**src/rtl/idx_seq_pkg.sv**
```systemverilog
package idx_seq_pkg;

  typedef enum logic [1:0] {
    ACC_LOAD  = 2'd0,
    ACC_STORE = 2'd1,
    ACC_RMW   = 2'd2,
    ACC_PROBE = 2'd3
  } acc_kind_e;

  typedef enum logic [1:0] {
    AM_DIRECT = 2'd0,
    AM_ZPIDX  = 2'd1,
    AM_IDX    = 2'd2,
    AM_DIR2   = 2'd3
  } amode_e;

  typedef enum logic [2:0] {
    PH_IDLE  = 3'd0,
    PH_FIX   = 3'd1,
    PH_READ  = 3'd2,
    PH_STORE = 3'd3,
    PH_WOLD  = 3'd4,
    PH_WNEW  = 3'd5
  } phase_e;

endpackage

```
**src/rtl/ixs_addr_calc.sv**
```systemverilog
module ixs_addr_calc
  import idx_seq_pkg::*;
#(
  parameter int ADDR_W = 16,
  parameter int OFS_W  = 8
) (
  input  logic [ADDR_W-1:0] base,
  input  logic [OFS_W-1:0]  index,
  input  amode_e            mode,
  output logic [ADDR_W-1:0] eff,
  output logic [ADDR_W-1:0] unfixed,
  output logic              crossed
);
  localparam int HI_W = ADDR_W - OFS_W;

  logic [OFS_W:0]    lo_sum;
  logic [ADDR_W-1:0] full_sum;

  // low-byte sum with its carry kept apart from the page number
  assign lo_sum   = {1'b0, base[OFS_W-1:0]} + {1'b0, index};
  assign full_sum = base + {{HI_W{1'b0}}, index};

  always_comb begin
    eff     = base;
    unfixed = base;
    crossed = 1'b0;
    case (mode)
      AM_IDX: begin
        eff     = full_sum;
        unfixed = {base[ADDR_W-1:OFS_W], lo_sum[OFS_W-1:0]};
        crossed = lo_sum[OFS_W];
      end
      AM_ZPIDX: begin
        eff     = {{HI_W{1'b0}}, lo_sum[OFS_W-1:0]};
        unfixed = {{HI_W{1'b0}}, lo_sum[OFS_W-1:0]};
      end
      default: ;
    endcase
  end
endmodule

```
**src/rtl/ixs_phase_fsm.sv**
```systemverilog
module ixs_phase_fsm
  import idx_seq_pkg::*;
(
  input  logic      clk,
  input  logic      rst_n,
  input  logic      accept,
  input  acc_kind_e kind_in,
  input  logic      need_fix,
  output phase_e    phase,
  output logic      idle,
  output logic      last
);
  phase_e    ph_q, ph_d;
  acc_kind_e kind_q;

  function automatic phase_e first_real(input acc_kind_e k);
    return (k == ACC_STORE) ? PH_STORE : PH_READ;
  endfunction

  always_comb begin
    ph_d = ph_q;
    case (ph_q)
      PH_IDLE:  if (accept) ph_d = need_fix ? PH_FIX : first_real(kind_in);
      PH_FIX:   ph_d = first_real(kind_q);
      PH_READ:  ph_d = (kind_q == ACC_RMW) ? PH_WOLD : PH_IDLE;
      PH_STORE: ph_d = PH_IDLE;
      PH_WOLD:  ph_d = PH_WNEW;
      PH_WNEW:  ph_d = PH_IDLE;
      default:  ph_d = PH_IDLE;
    endcase
  end

  always_ff @(posedge clk or negedge rst_n) begin
    if (!rst_n) begin
      ph_q   <= PH_IDLE;
      kind_q <= ACC_LOAD;
    end else begin
      ph_q <= ph_d;
      if (accept && ph_q == PH_IDLE) kind_q <= kind_in;
    end
  end

  assign phase = ph_q;
  assign idle  = (ph_q == PH_IDLE);
  assign last  = ((ph_q == PH_READ) && (kind_q != ACC_RMW)) ||
                 (ph_q == PH_STORE) || (ph_q == PH_WNEW);

  // the write of the old byte always directly follows the real read
  p_wold_after_read_r4: assert property (@(posedge clk) disable iff (!rst_n)
    (ph_q == PH_WOLD) |-> ($past(ph_q) == PH_READ));

  // the dummy read is followed by the real access, never by idle
  p_fix_then_real_r2: assert property (@(posedge clk) disable iff (!rst_n)
    (ph_q == PH_FIX) |=> ((ph_q == PH_READ) || (ph_q == PH_STORE)));

  // last bus cycle is followed by readiness
  p_done_then_ready_r8: assert property (@(posedge clk) disable iff (!rst_n)
    last |=> (ph_q == PH_IDLE));
endmodule

```
**src/rtl/ixs_wdata_path.sv**
```systemverilog
module ixs_wdata_path
  import idx_seq_pkg::*;
#(
  parameter int DATA_W = 8
) (
  input  logic              clk,
  input  logic              rst_n,
  input  logic              accept,
  input  logic [DATA_W-1:0] store_in,
  input  phase_e            phase,
  input  logic [DATA_W-1:0] rdata,
  input  logic [DATA_W-1:0] mod_in,
  output logic [DATA_W-1:0] wdata
);
  logic [DATA_W-1:0] store_q;
  logic [DATA_W-1:0] old_q;

  always_ff @(posedge clk or negedge rst_n) begin
    if (!rst_n) begin
      store_q <= '0;
      old_q   <= '0;
    end else begin
      if (accept) store_q <= store_in;
      if (phase == PH_READ) old_q <= rdata;
    end
  end

  always_comb begin
    case (phase)
      PH_STORE: wdata = store_q;
      PH_WOLD:  wdata = old_q;
      PH_WNEW:  wdata = mod_in;
      default:  wdata = '0;
    endcase
  end

  // the first write of a read-modify-write echoes the byte just read
  p_wold_echo_r4: assert property (@(posedge clk) disable iff (!rst_n)
    (phase == PH_WOLD) |-> (wdata == $past(rdata)));
endmodule

```
**src/rtl/idx_bus_seq.sv**
```systemverilog
module idx_bus_seq
  import idx_seq_pkg::*;
#(
  parameter int ADDR_W = 16,
  parameter int DATA_W = 8,
  parameter int OFS_W  = 8
) (
  input  logic              clk,
  input  logic              rst_n,
  input  logic              req_valid,
  output logic              req_ready,
  input  logic [1:0]        req_kind,
  input  logic [1:0]        req_mode,
  input  logic [ADDR_W-1:0] req_base,
  input  logic [OFS_W-1:0]  req_index,
  input  logic [DATA_W-1:0] req_wdata,
  input  logic [DATA_W-1:0] mod_data,
  output logic [ADDR_W-1:0] bus_addr,
  output logic              bus_rd,
  output logic              bus_wr,
  output logic [DATA_W-1:0] bus_wdata,
  input  logic [DATA_W-1:0] bus_rdata,
  output logic              done
);
  acc_kind_e         kind_in;
  amode_e            mode_in;
  logic [ADDR_W-1:0] eff_c, unf_c;
  logic              cross_c;
  logic              need_fix;
  logic              accept;
  logic              idle;
  phase_e            phase;
  logic [ADDR_W-1:0] eff_q, unf_q;

  assign kind_in = acc_kind_e'(req_kind);
  assign mode_in = amode_e'(req_mode);

  ixs_addr_calc #(.ADDR_W(ADDR_W), .OFS_W(OFS_W)) u_calc (
    .base    (req_base),
    .index   (req_index),
    .mode    (mode_in),
    .eff     (eff_c),
    .unfixed (unf_c),
    .crossed (cross_c)
  );

  // loads pay for the dummy read only on a carry; every other kind always does
  assign need_fix = (mode_in == AM_IDX) && ((kind_in != ACC_LOAD) || cross_c);
  assign accept   = req_valid && idle;

  ixs_phase_fsm u_fsm (
    .clk      (clk),
    .rst_n    (rst_n),
    .accept   (accept),
    .kind_in  (kind_in),
    .need_fix (need_fix),
    .phase    (phase),
    .idle     (idle),
    .last     (done)
  );

  always_ff @(posedge clk or negedge rst_n) begin
    if (!rst_n) begin
      eff_q <= '0;
      unf_q <= '0;
    end else if (accept) begin
      eff_q <= eff_c;
      unf_q <= unf_c;
    end
  end

  ixs_wdata_path #(.DATA_W(DATA_W)) u_wdata (
    .clk      (clk),
    .rst_n    (rst_n),
    .accept   (accept),
    .store_in (req_wdata),
    .phase    (phase),
    .rdata    (bus_rdata),
    .mod_in   (mod_data),
    .wdata    (bus_wdata)
  );

  assign req_ready = idle;
  assign bus_rd    = (phase == PH_FIX) || (phase == PH_READ);
  assign bus_wr    = (phase == PH_STORE) || (phase == PH_WOLD) || (phase == PH_WNEW);

  always_comb begin
    case (phase)
      PH_IDLE: bus_addr = '0;
      PH_FIX:  bus_addr = unf_q;
      default: bus_addr = eff_q;
    endcase
  end

  // one strobe at a time
  p_strobe_excl_r7: assert property (@(posedge clk) disable iff (!rst_n)
    !(bus_rd && bus_wr));

  // a carry from the low byte is exactly a change of page
  p_carry_is_page_r1: assert property (@(posedge clk) disable iff (!rst_n)
    (accept && mode_in == AM_IDX) |->
      (cross_c == (eff_c[ADDR_W-1:OFS_W] != req_base[ADDR_W-1:OFS_W])));

  // the corrected access keeps the low byte of the dummy read
  p_fix_low_kept_r2: assert property (@(posedge clk) disable iff (!rst_n)
    (phase == PH_FIX) |=> (bus_addr[OFS_W-1:0] == $past(bus_addr[OFS_W-1:0])));

  // both writes of a read-modify-write target the read address
  p_rmw_addr_hold_r4: assert property (@(posedge clk) disable iff (!rst_n)
    ((phase == PH_WOLD) || (phase == PH_WNEW)) |-> $stable(bus_addr));
endmodule

```
**config.mk**
```make
export PLATFORM = sky130hd
export DESIGN_NAME = idx_bus_seq
export DESIGN_NICKNAME = d
export VERILOG_FILES = /design/src/rtl/idx_seq_pkg.sv /design/src/rtl/ixs_addr_calc.sv /design/src/rtl/ixs_phase_fsm.sv /design/src/rtl/ixs_wdata_path.sv /design/src/rtl/idx_bus_seq.sv
export SDC_FILE = /design/constraint.sdc
export NUM_CORES = 1
export LEC_CHECK = 0
export ABC_AREA = 1
export ABC_CLOCK_PERIOD_IN_PS = 2400
export BUFFER_PORTS_ARGS = -buffer_cell sky130_fd_sc_hd__buf_2
export CORE_MARGIN = 2
export CORE_UTILIZATION = 36
export DETAILED_ROUTE_END_ITERATION = 6
export HOLD_SLACK_MARGIN = 0.1
export PLACE_DENSITY = 0.69
export SETUP_SLACK_MARGIN = 0.2
export SYNTH_ARGS = -nofsm -noshare
export SYNTH_HDL_FRONTEND = slang
export SYNTH_HIERARCHICAL = 1
export SYNTH_SLANG_ARGS = --single-unit
```
**constraint.sdc**
```tcl
create_clock -name clk -period 2.4 [get_ports clk]
set_clock_uncertainty 0.1 [all_clocks]
set_input_delay 0.48 -clock clk [delete_from_list [all_inputs] [get_ports clk]]
set_output_delay 0.48 -clock clk [all_outputs]
set_load 0.005 [all_outputs]
```
# Yosys cells after proc, flatten, opt, wreduce, memory -nomap -nowiden
# Cells that the tools add are included.
[totals]
reg_bits = 53
latchBits = 0
ramBits = 0
rom_bits = 0
input_bits = 55
out_inout_bits = 28
wordCells = 43
mem_count = 0
[classes]
addsub = 2
multipliers = 0
n_div = 0
n_lt_le_gt_ge = 0
eq_ne = 12
shift = 0
muxes = 11
n_bitwise = 0
n_reduce_logical = 12
[ops]
columns = ["op", "count"]
rows = [
  ["case mux 16 bit (2 select lines)", 3],
  ["case mux 8 bit (3 select lines)", 1],
  ["adder 16 x 8 -> 16 bit", 1],
  ["case mux 3 bit (4 select lines)", 1],
  ["adder 8 x 8 -> 9 bit", 1],
  ["two-way mux 3 bit", 3],
  ["== test 2 x 1 -> 1 bit, second input constant", 3],
  ["== test 3 x 2 -> 1 bit, second input constant", 2],
  ["== test 3 bit, second input constant", 2],
  ["logical OR 1 bit", 6],
  ["== test 2 bit, second input constant", 2],
  ["logical AND 1 bit", 4],
  ["== test 3 x 1 -> 1 bit, second input constant", 1],
  ["zero test 3 bit", 1],
  ["two-way mux 1 bit", 3],
  ["inequality test 2 x 1 -> 1 bit, second input constant", 1],
  ["inequality test 2 bit, second input constant", 1],
  ["nonzero test 2 bit", 1],
]

# Depth between registers and ports, before layout
# Gate-level depths: netlist of the first run.
[depth]
word_depth = 7
depth_mapped = 14
ltp_nobuf = 14

# By module
# The synthesis of the first run kept the hierarchy.
[by_module_without_submodules]
columns = ["module", "n_inst", "cells_each", "area_per_inst_um2", "seq_area_each_um2"]
rows = [
  ["idx_bus_seq", 1, 205, 1529.0, 800.8],
  ["ixs_addr_calc", 1, 194, 1016.0, 0.0],
  ["ixs_wdata_path", 1, 109, 918.4, 400.4],
  ["ixs_phase_fsm", 1, 44, 302.8, 125.1],
]

# Worst setup path before layout of the first run
# OpenSTA, ideal clock, no wires.
[synth_timing]
path_type = "input -> register"
startpoint = "input req_base[0]"
endpoint = "register u_fsm.ph_q[0] (netlist: u_fsm/phase[0])"
setup_time_ns = 0.077
arrival_ns = 2.017
required_time_ns = 2.223
slack_ns = 0.206
path_stages = 14
path_buffers = 0
path_cell_list = "ha_1 -> inv_1 -> fa_1 -> nor2_1 -> nor2_1 -> o21ai_4 -> inv_1 -> nor2_1 -> nor2_1 -> a21oi_1 -> nor2_1 -> nand2_1 -> nand2_1 -> a21oi_1"
[synth_between]
elab_chain_cells = 7
[synth_rtl]
columns = ["element", "line_no", "rtl"]
rows = [
  ["from (decl)", "idx_bus_seq.sv:14", "input logic [ADDR_W-1:0] req_base,"],
  ["adder 8 x 8 -> 9 bit", "ixs_addr_calc.sv:20", "assign lo_sum = {1'b0, base[OFS_W-1:0]} + {1'b0, index};"],
  ["two-way mux 1 bit", "ixs_addr_calc.sv:27", "case (mode)"],
  ["via cross_c", "idx_bus_seq.sv:28", "logic cross_c;"],
  ["logical OR 1 bit", "idx_bus_seq.sv:48", "assign need_fix = (mode_in == AM_IDX) && ((kind_in != ACC_LOAD) || cross_c);"],
  ["logical AND 1 bit", "idx_bus_seq.sv:48", ""],
  ["via need_fix", "idx_bus_seq.sv:29", "logic need_fix;"],
  ["two-way mux 3 bit (2 in series)", "ixs_phase_fsm.sv:23", "PH_IDLE: if (accept) ph_d = need_fix ? PH_FIX : first_real(kind_in);"],
  ["case mux 3 bit (4 select lines)", "ixs_phase_fsm.sv:22", "case (ph_q)"],
  ["to (signal assigned)", "ixs_phase_fsm.sv:38", "ph_q <= ph_d;"],
  ["to (decl)", "ixs_phase_fsm.sv:13", "phase_e ph_q, ph_d;"],
]
# The timed path passes the listed nets, and every way through them passes these cells. The select of a mux whose other input is x is not followed.
# A chain may end at the register's enable or synchronous reset.

# Worst setup path after layout of the first run
[layout_timing]
startpoint = "register u_fsm.ph_q[2] (netlist: u_fsm/phase[2])"
endpoint = "output bus_wdata[6]"
[layout_between]
elab_chain_cells = 2
word_cells_on_any_way = 4
cone_classes = "eq/ne: 3; mux: 1"
[layout_rtl]
columns = ["element", "line_no", "rtl"]
rows = [
  ["== test 3 bit or == test 3 x 2 -> 1 bit (tied branches)", "ixs_wdata_path.sv:29", "case (phase)"],
  ["case mux 8 bit (3 select lines) *", "ixs_wdata_path.sv:29", ""],
  ["to (decl)", "idx_bus_seq.sv:21", "output logic [DATA_W-1:0] bus_wdata,"],
]
# Mark *: on every way between the ends. The rest lies on a longest branch, timed or not.

==> metrics.md, run 1 <==
| Metric | Value |
|---|---|
| Outcome | finished clean |
| HPWL after DPL | 7650 um |
| Final min period | 2.10 ns |
| Total global routing overflow | 0 |
| Syn Inst Count | 552 |
| Routed vias | 3756 |
| # DRC | 0 |
| Pin count of the biggest net entering global routing | approximately 50 |
| Core outline area | 10200 um^2 |
| Total of max-cap violations | 0 |
| Ant. Diodes | 0 |
| IO Port Bufs | 82 |
| Most frequent cell after synthesis | nand2_1 |
| WP data required | 1.82 ns |
| Worst hold margin | 0.286 ns |
| Fin. Hold Viols | 0 |
| Setup TNS | 0 ns |
| Clock Tree Buf Depth | 2 |
| Die area | 11300 um^2 |
| Pre-Repair DR Iteration Count | 5 |
| Critical path arrival | 1.52 ns |
| Starting Density | 0.368 |
| Antenna violations before repair | 0 |
| Drt wl/cell | 12.9 um |
| Fin nets | 696 |
| Maximum vdd drop | between 0.3 and 0.4 mV |
| Post-layout util | 0.425 |
| Top post-synthesis cells by count | nand2_1, dfrtp_1, nand3_1 |
| Slew headroom | 0.703 |
| Count of cell types in the netlist | 37 |
| Worst setup margin | 0.299 ns |
| Starting DRT DRC Count | about 300 |
| Post-synthesis sequential area ratio | 0.352 |
| DRT antenna net count | 0 |
| Share of cells above drive strength 1 | 0.223 |
| Die height | ~110 um |
| Fmax | 476 MHz |
| Post-synthesis cell area | about 3800 um^2 |
| Yosys top cell by area | dfrtp_1 |
| CP Capture Type | primary output |
| Row count | 37 |
| CTS root buffer | clkbuf_8 |
| Syn_area_per_cell | around 6.8 um^2 |
| CTS buffer count | 5 |
| Final weighted congestion in routability-driven placement | 0.931 |
| Clk_lat worst skew | 0.30 ns |
| Layout area overhead | 15.5% |
| First-pass GRT wire length | 16500 um |
| Setup CP Type | flop to primary output |
| Most used DFF post-synth | dfrtp_1 |
| CTS sink cnt | 53 |
| Yosys warns | 6 |
| Synth Register Bits | 53 |
| Post-Place Setup Slack | -0.0726 ns |
| Worst Tran Pin Value | 0.446 ns |
| Total power | 3.94 mW |
| Largest cells by area after synthesis | dfrtp_1, nand2_1, nand3_1 |
| Mapped Nets | 618 |
| Number of synthesized flops with an enable pin | 0 |
| Final setup fails | 0 |
| Worst min path class | input port to flop |
| DRT Wirelength | 9870 um |
| Post-synth top area share | 0.352 |
| Fraction of registers with async set/reset | 1.00 |
| Power density over the cells | 905 nW/um^2 |
| P_leak | around 2.5 nW |
| Die width | 106 um |
| CTS tree | done |
| Vias/cell | 4.90 |
| Type of origin of the critical path | flop |
| CTS H-Tree Depth | 2 |
| Total GRT Usage | 0.179 |
| Final Cycle Share | 0.875 |
| Slew Viols, Final | 0 |
| Clk pin slew, worst setup/hold paths | ~0.10 ns |
| RSZ-0062 raised after global routing | false |
| I/O pin count | 83 |
| CP Max Fanout | 20 |
| Vias in the first global route | about 3600 |
[final timing paths]
kind	startpoint	to	slack, ns	cells past startpoint
setup / recovery	u_fsm/phase[2]	bus_wdata[6]	0.30	5
hold / removal	req_wdata[3]	u_wdata/store_q[3]	0.29	3
setup reg to reg	u_fsm/phase[0]	u_wdata/store_q[5]	0.53	8
hold reg to reg	u_fsm/kind_q[0]	u_fsm/kind_q[0]	0.39	2
max in group asynchronous	rst_n	u_fsm/phase[2]	1.02	3
min in group asynchronous	rst_n	unf_q[14]	0.52	2
[state kept, by name (all words and copies together) (netlist names)]
name and count:
eff_q 16, unf_q 16, u_fsm/kind_q 2, u_fsm/phase 3
u_wdata/store_q 8, u_wdata/old_q 8
[per-layer routing]
layer / wire, um / global-route usage / share of wire
met1: 4490 / 0.239 / 0.46
met5: 0 / 0 / 0
met3: 764 / 0.0368 / 0.077
met2: 4490 / 0.298 / 0.45
met4: 122 / 0.0442 / 0.012
[layout make-up]
class | count | area (um^2)
fill | 1091 | 5880
multi-input combinational | 412 | 1980
sequential | 53 | 1330
timing repair buffer | 99 | 557
inverter | 59 | 229
tap | 136 | 170
clock buffer | 5 | 68.8
clock inverter | 3 | 21.3
[kinds of logic (layout without fill, tap and decap cells)]
family / Yosys count / after routing / share of synthesized area
compound gates: 35 / 35 / 0.0552
simple gates: 363 / 363 / 0.422
fa+ha+maj: 11 / 11 / 0.0385
xor+xnor: 3 / 3 / 0.00698
flops: 53 / 53 / 0.352
buf+inv: 87 / 166 / 0.125
[layout by cell type (no fill, tap or decap), types with 8 or more instances in the layout]
master   Yosys  routed
dfrtp_1     53      50
inv_2        8       8
a21oi_1     13      12
nand4_1     25      25
o21ai_0     14      14
nand3_1     49      49
nand2_1    231     231
ha_1        10      10
buf_4       12      14
inv_1       48      48
nor2_1      38      38
buf_2        6      82
[critical path, stage by stage, from the launching register on]
cell,delay [ns]
dfrtp_2,0.48
buf_4,0.23
inv_6,0.15
nand4_1,0.13
nand3_1,0.11
buf_2,0.11
[power breakdown]
| part | leakage, nW | switching (mW) | internal [mW] |
|---|---|---|---|
| clock network | 0.0445 | 0.301 | 0.207 |
| logic | 1.78 | 1.18 | 0.678 |
| registers | 0.668 | 0.258 | 1.32 |
| total | 2.49 | 1.74 | 2.20 |
[through the flow]
step,std cells,area [um^2]
after floorplan,552,3770
after global placement,755,4220
after detailed placement,755,4220
after CTS,764,4320
after global routing,767,4350
final,767,4350
[timing repair]
item                                    4_1_cts  5_1_grt
setup buffers                                 0        3
endpoints found under the setup margin       11       22
resized for setup                             1        5
hold endpoints to repair                     14        0
hold buffers                                  1        0
pin swaps                                     0        2
Note: power is estimated with default switching activity, not from simulation.
==> run 2, diff against run 1 <==
--- a/config.mk
+++ b/config.mk
@@ -7,7 +7,7 @@
 export LEC_CHECK = 0
 export ABC_AREA = 1
 export ABC_CLOCK_PERIOD_IN_PS = 2400
-export BUFFER_PORTS_ARGS = -buffer_cell sky130_fd_sc_hd__buf_2
+export BUFFER_PORTS_ARGS = -buffer_cell sky130_fd_sc_hd__buf_4
 export CORE_MARGIN = 2
 export CORE_UTILIZATION = 36
 export DETAILED_ROUTE_END_ITERATION = 6
==> metrics.md, run 2 (synthesis results as in run 1) <==
| Metric | Value |
|---|---|
| Type of origin of the critical path | flop |
| Post-Place Setup Slack | -0.116 ns (-0.0437 ns) |
| Finished Layout Cells | 768 (+0.13%) |
| First-pass GRT wire length | 16800 um (+1.6%) |
| Share of cells above drive strength 1 | 0.228 (+0.00439) |
| Reg2Reg Setup Slack | 0.66 ns (+0.13 ns) |
| Clk pin slew, worst setup/hold paths | 0.10 ns (about the same) |
| Die height | 106 um (unchanged) |
| Leading cell types in the layout, fill and taps excluded | nand2_1, buf_4, dfrtp_1, nand3_1, inv_1 |
| Clock Power Share | 0.164 (+0.035) |
| Cells after DPL | 756 (+0.13%) |
| Total of max-cap violations | 0 (unchanged) |
| CTS sink cnt | 53 (unchanged) |
| WP data required | 1.82 ns (about the same) |
| Final weighted congestion in routability-driven placement | 0.923 (-0.88%) |
| P_leak | 2.57 nW (+3.4%) |
| Fmax | 479 MHz (+0.67%) |
| Total GRT Usage | 0.182 (+0.00265) |
| Post-layout util | 0.452 (+0.0263) |
| Vias/cell | 4.86 (-0.74%) |
| Antenna violations before repair | 0 (unchanged) |
| Routed vias | 3733 (-0.61%) |
| # DRC | 0 (unchanged) |
| Slew Viols, Final | 0 (unchanged) |
| Fillers | 1072 (-1.7%) |
| Clock Tree Buf Depth | 2 (unchanged) |
| Fin nets | 697 (+0.14%) |
| Sw Share | 0.406 (-0.0355) |
| HPWL after DPL | 7750 um (+1.3%) |
| Reg2Reg Launch Point | u_fsm/phase[0] |
| Final min period | 2.09 ns (-0.0141 ns) |
| IO Port Bufs | 82 (unchanged) |
| Final Cycle Share | 0.869 (-0.00585) |
| CP Max Fanout | 20 (unchanged) |
| Starting Density | 0.368 (unchanged) |
| Pin count of the biggest net entering global routing | 54 (+10%) |
| Core outline area | 10200 um^2 (unchanged) |
| Die width | 106 um (unchanged) |
| Die area | 11300 um^2 (unchanged) |
| Worst reg2reg path depth | 8 (unchanged) |
| Pre-Repair DR Iteration Count | 5 (unchanged) |
| CTS Hold Bufs | 0 (-1) |
| CTS buffer count | 5 (unchanged) |
| Post-DP Area | 4430 um^2 (+5.0%) |
| Worst min path class | input port to asynchronous set/reset pin |
| Top flop regs | eff_q: 16 flops, unf_q: 16 flops |
| Commonest non-fill, non-tap cell in the layout | nand2_1 |
| Reg-to-Reg End | eff_q[8] |
| Fin area | 4620 um^2 (+6.2%) |
| Layout area overhead | 22.7% |
| Setup TNS | 0 ns (unchanged) |
| P_sw | 1.76 mW (+0.88%) |
| Power density over the cells | 935 nW/um^2 (+3.3%) |
| Worst Tran Pin Value | 0.684 ns (+0.238 ns) |
| Clk_lat worst skew | 0.30 ns (about the same) |
| Sequential share of power | 0.366 (-0.033) |
| Final setup fails | 0 (unchanged) |
| Maximum vdd drop | 0.423 mV (+35%) |
| CP Capture Type | primary output |
| CTS H-Tree Depth | 2 (unchanged) |
| CTS tree | done |
| DRT Wirelength | 10100 um (+1.8%) |
| Ant. Diodes | 0 (unchanged) |
| Outcome | finished clean |
| Setup CP Type | flop to primary output |
| Row count | 37 (unchanged) |
| RSZ-0062 raised after global routing | false |
| Internal power | 2.57 mW (+17%) |
| Gate power share | 0.469 (-0.003) |
| I/O pin count | 83 (unchanged) |
| Drt wl/cell | 13.1 um (+1.7%) |
| Slew headroom | 0.544 (-0.159) |
| Total global routing overflow | 0 (unchanged) |
| Worst setup margin | 0.313 ns (+0.0141 ns) |
| Starting DRT DRC Count | 248 (-16%) |
| Critical path arrival | 1.51 ns (about the same) |
| Fin. Hold Viols | 0 (unchanged) |
| CTS root buffer | clkbuf_8 |
| Vias in the first global route | 3546 (-0.95%) |
| DRT antenna net count | 0 (unchanged) |
run 2: what timing repair did:
action,4_1_cts,5_1_grt
endpoints found under the setup margin,2,27
setup buffers,0,4
resized for setup,1,6
pin swaps,0,2
run 2: how the worst max path moves through the flow:
stage | slack, ns | start | endpoint | depth (start not counted)
final | 0.31 | u_fsm/phase[2] | bus_wdata[6] | 5
after global routing | 0.22 | req_base[0] | u_fsm/phase[0] | 15
after global placement | 0.006 | req_base[0] | u_fsm/phase[1] | 15
after detailed placement | -0.12 | req_base[0] | u_fsm/phase[0] | 15
after floorplan | 0.21 | req_base[0] | u_fsm/phase[0] | 14
after CTS | 0.20 | req_base[0] | u_fsm/phase[0] | 15
run 2: routing by layer:
metal	up-vias	wire length, um	GRT usage
li1	1902	-	-
met1	1718	4680	0.252
met2	105	4640	0.302
met3	8	639	0.0276
met4	0	85	0.0357
met5	-	0	0
run 2: per-stage QoR:
step	hold WS [ns]	power, mW
2_1_floorplan	0.0844	2.92
3_3_place_gp	0.358	3.49
3_5_place_dp	0.366	3.56
4_1_cts	0.130	4.28
5_1_grt	0.170	4.69
6_report	0.105	4.32
run 2: area by class of cell:
type / instances / area (um^2) / area share
repair buffers: 100 / 779 / 0.169
clock buffers: 5 / 68.8 / 0.0149
inverters: 59 / 229 / 0.0496
multi-input cells: 412 / 1980 / 0.428
well taps: 136 / 170 / 0.0368
clock inverters: 3 / 65.1 / 0.0141
flip-flops and latches: 53 / 1330 / 0.288
run 2: critical path: stages, from the launching register on:
cell	delay, ns
dfrtp_2	0.48
buf_4	0.23
inv_6	0.15
nand4_1	0.11
nand3_1	0.12
buf_4	0.11
run 2: power by group through the flow:
| stage | Clock (mW) | Combinational [mW] | Sequential, mW |
|---|---|---|---|
| after floorplan | 0 | 1.39 | 1.53 |
| after detailed placement | 0 | 1.96 | 1.59 |
| final | 0.710 | 2.03 | 1.58 |
| after global placement | 0 | 1.91 | 1.58 |
| after global routing | 0.762 | 2.30 | 1.63 |
| after CTS | 0.729 | 1.97 | 1.58 |
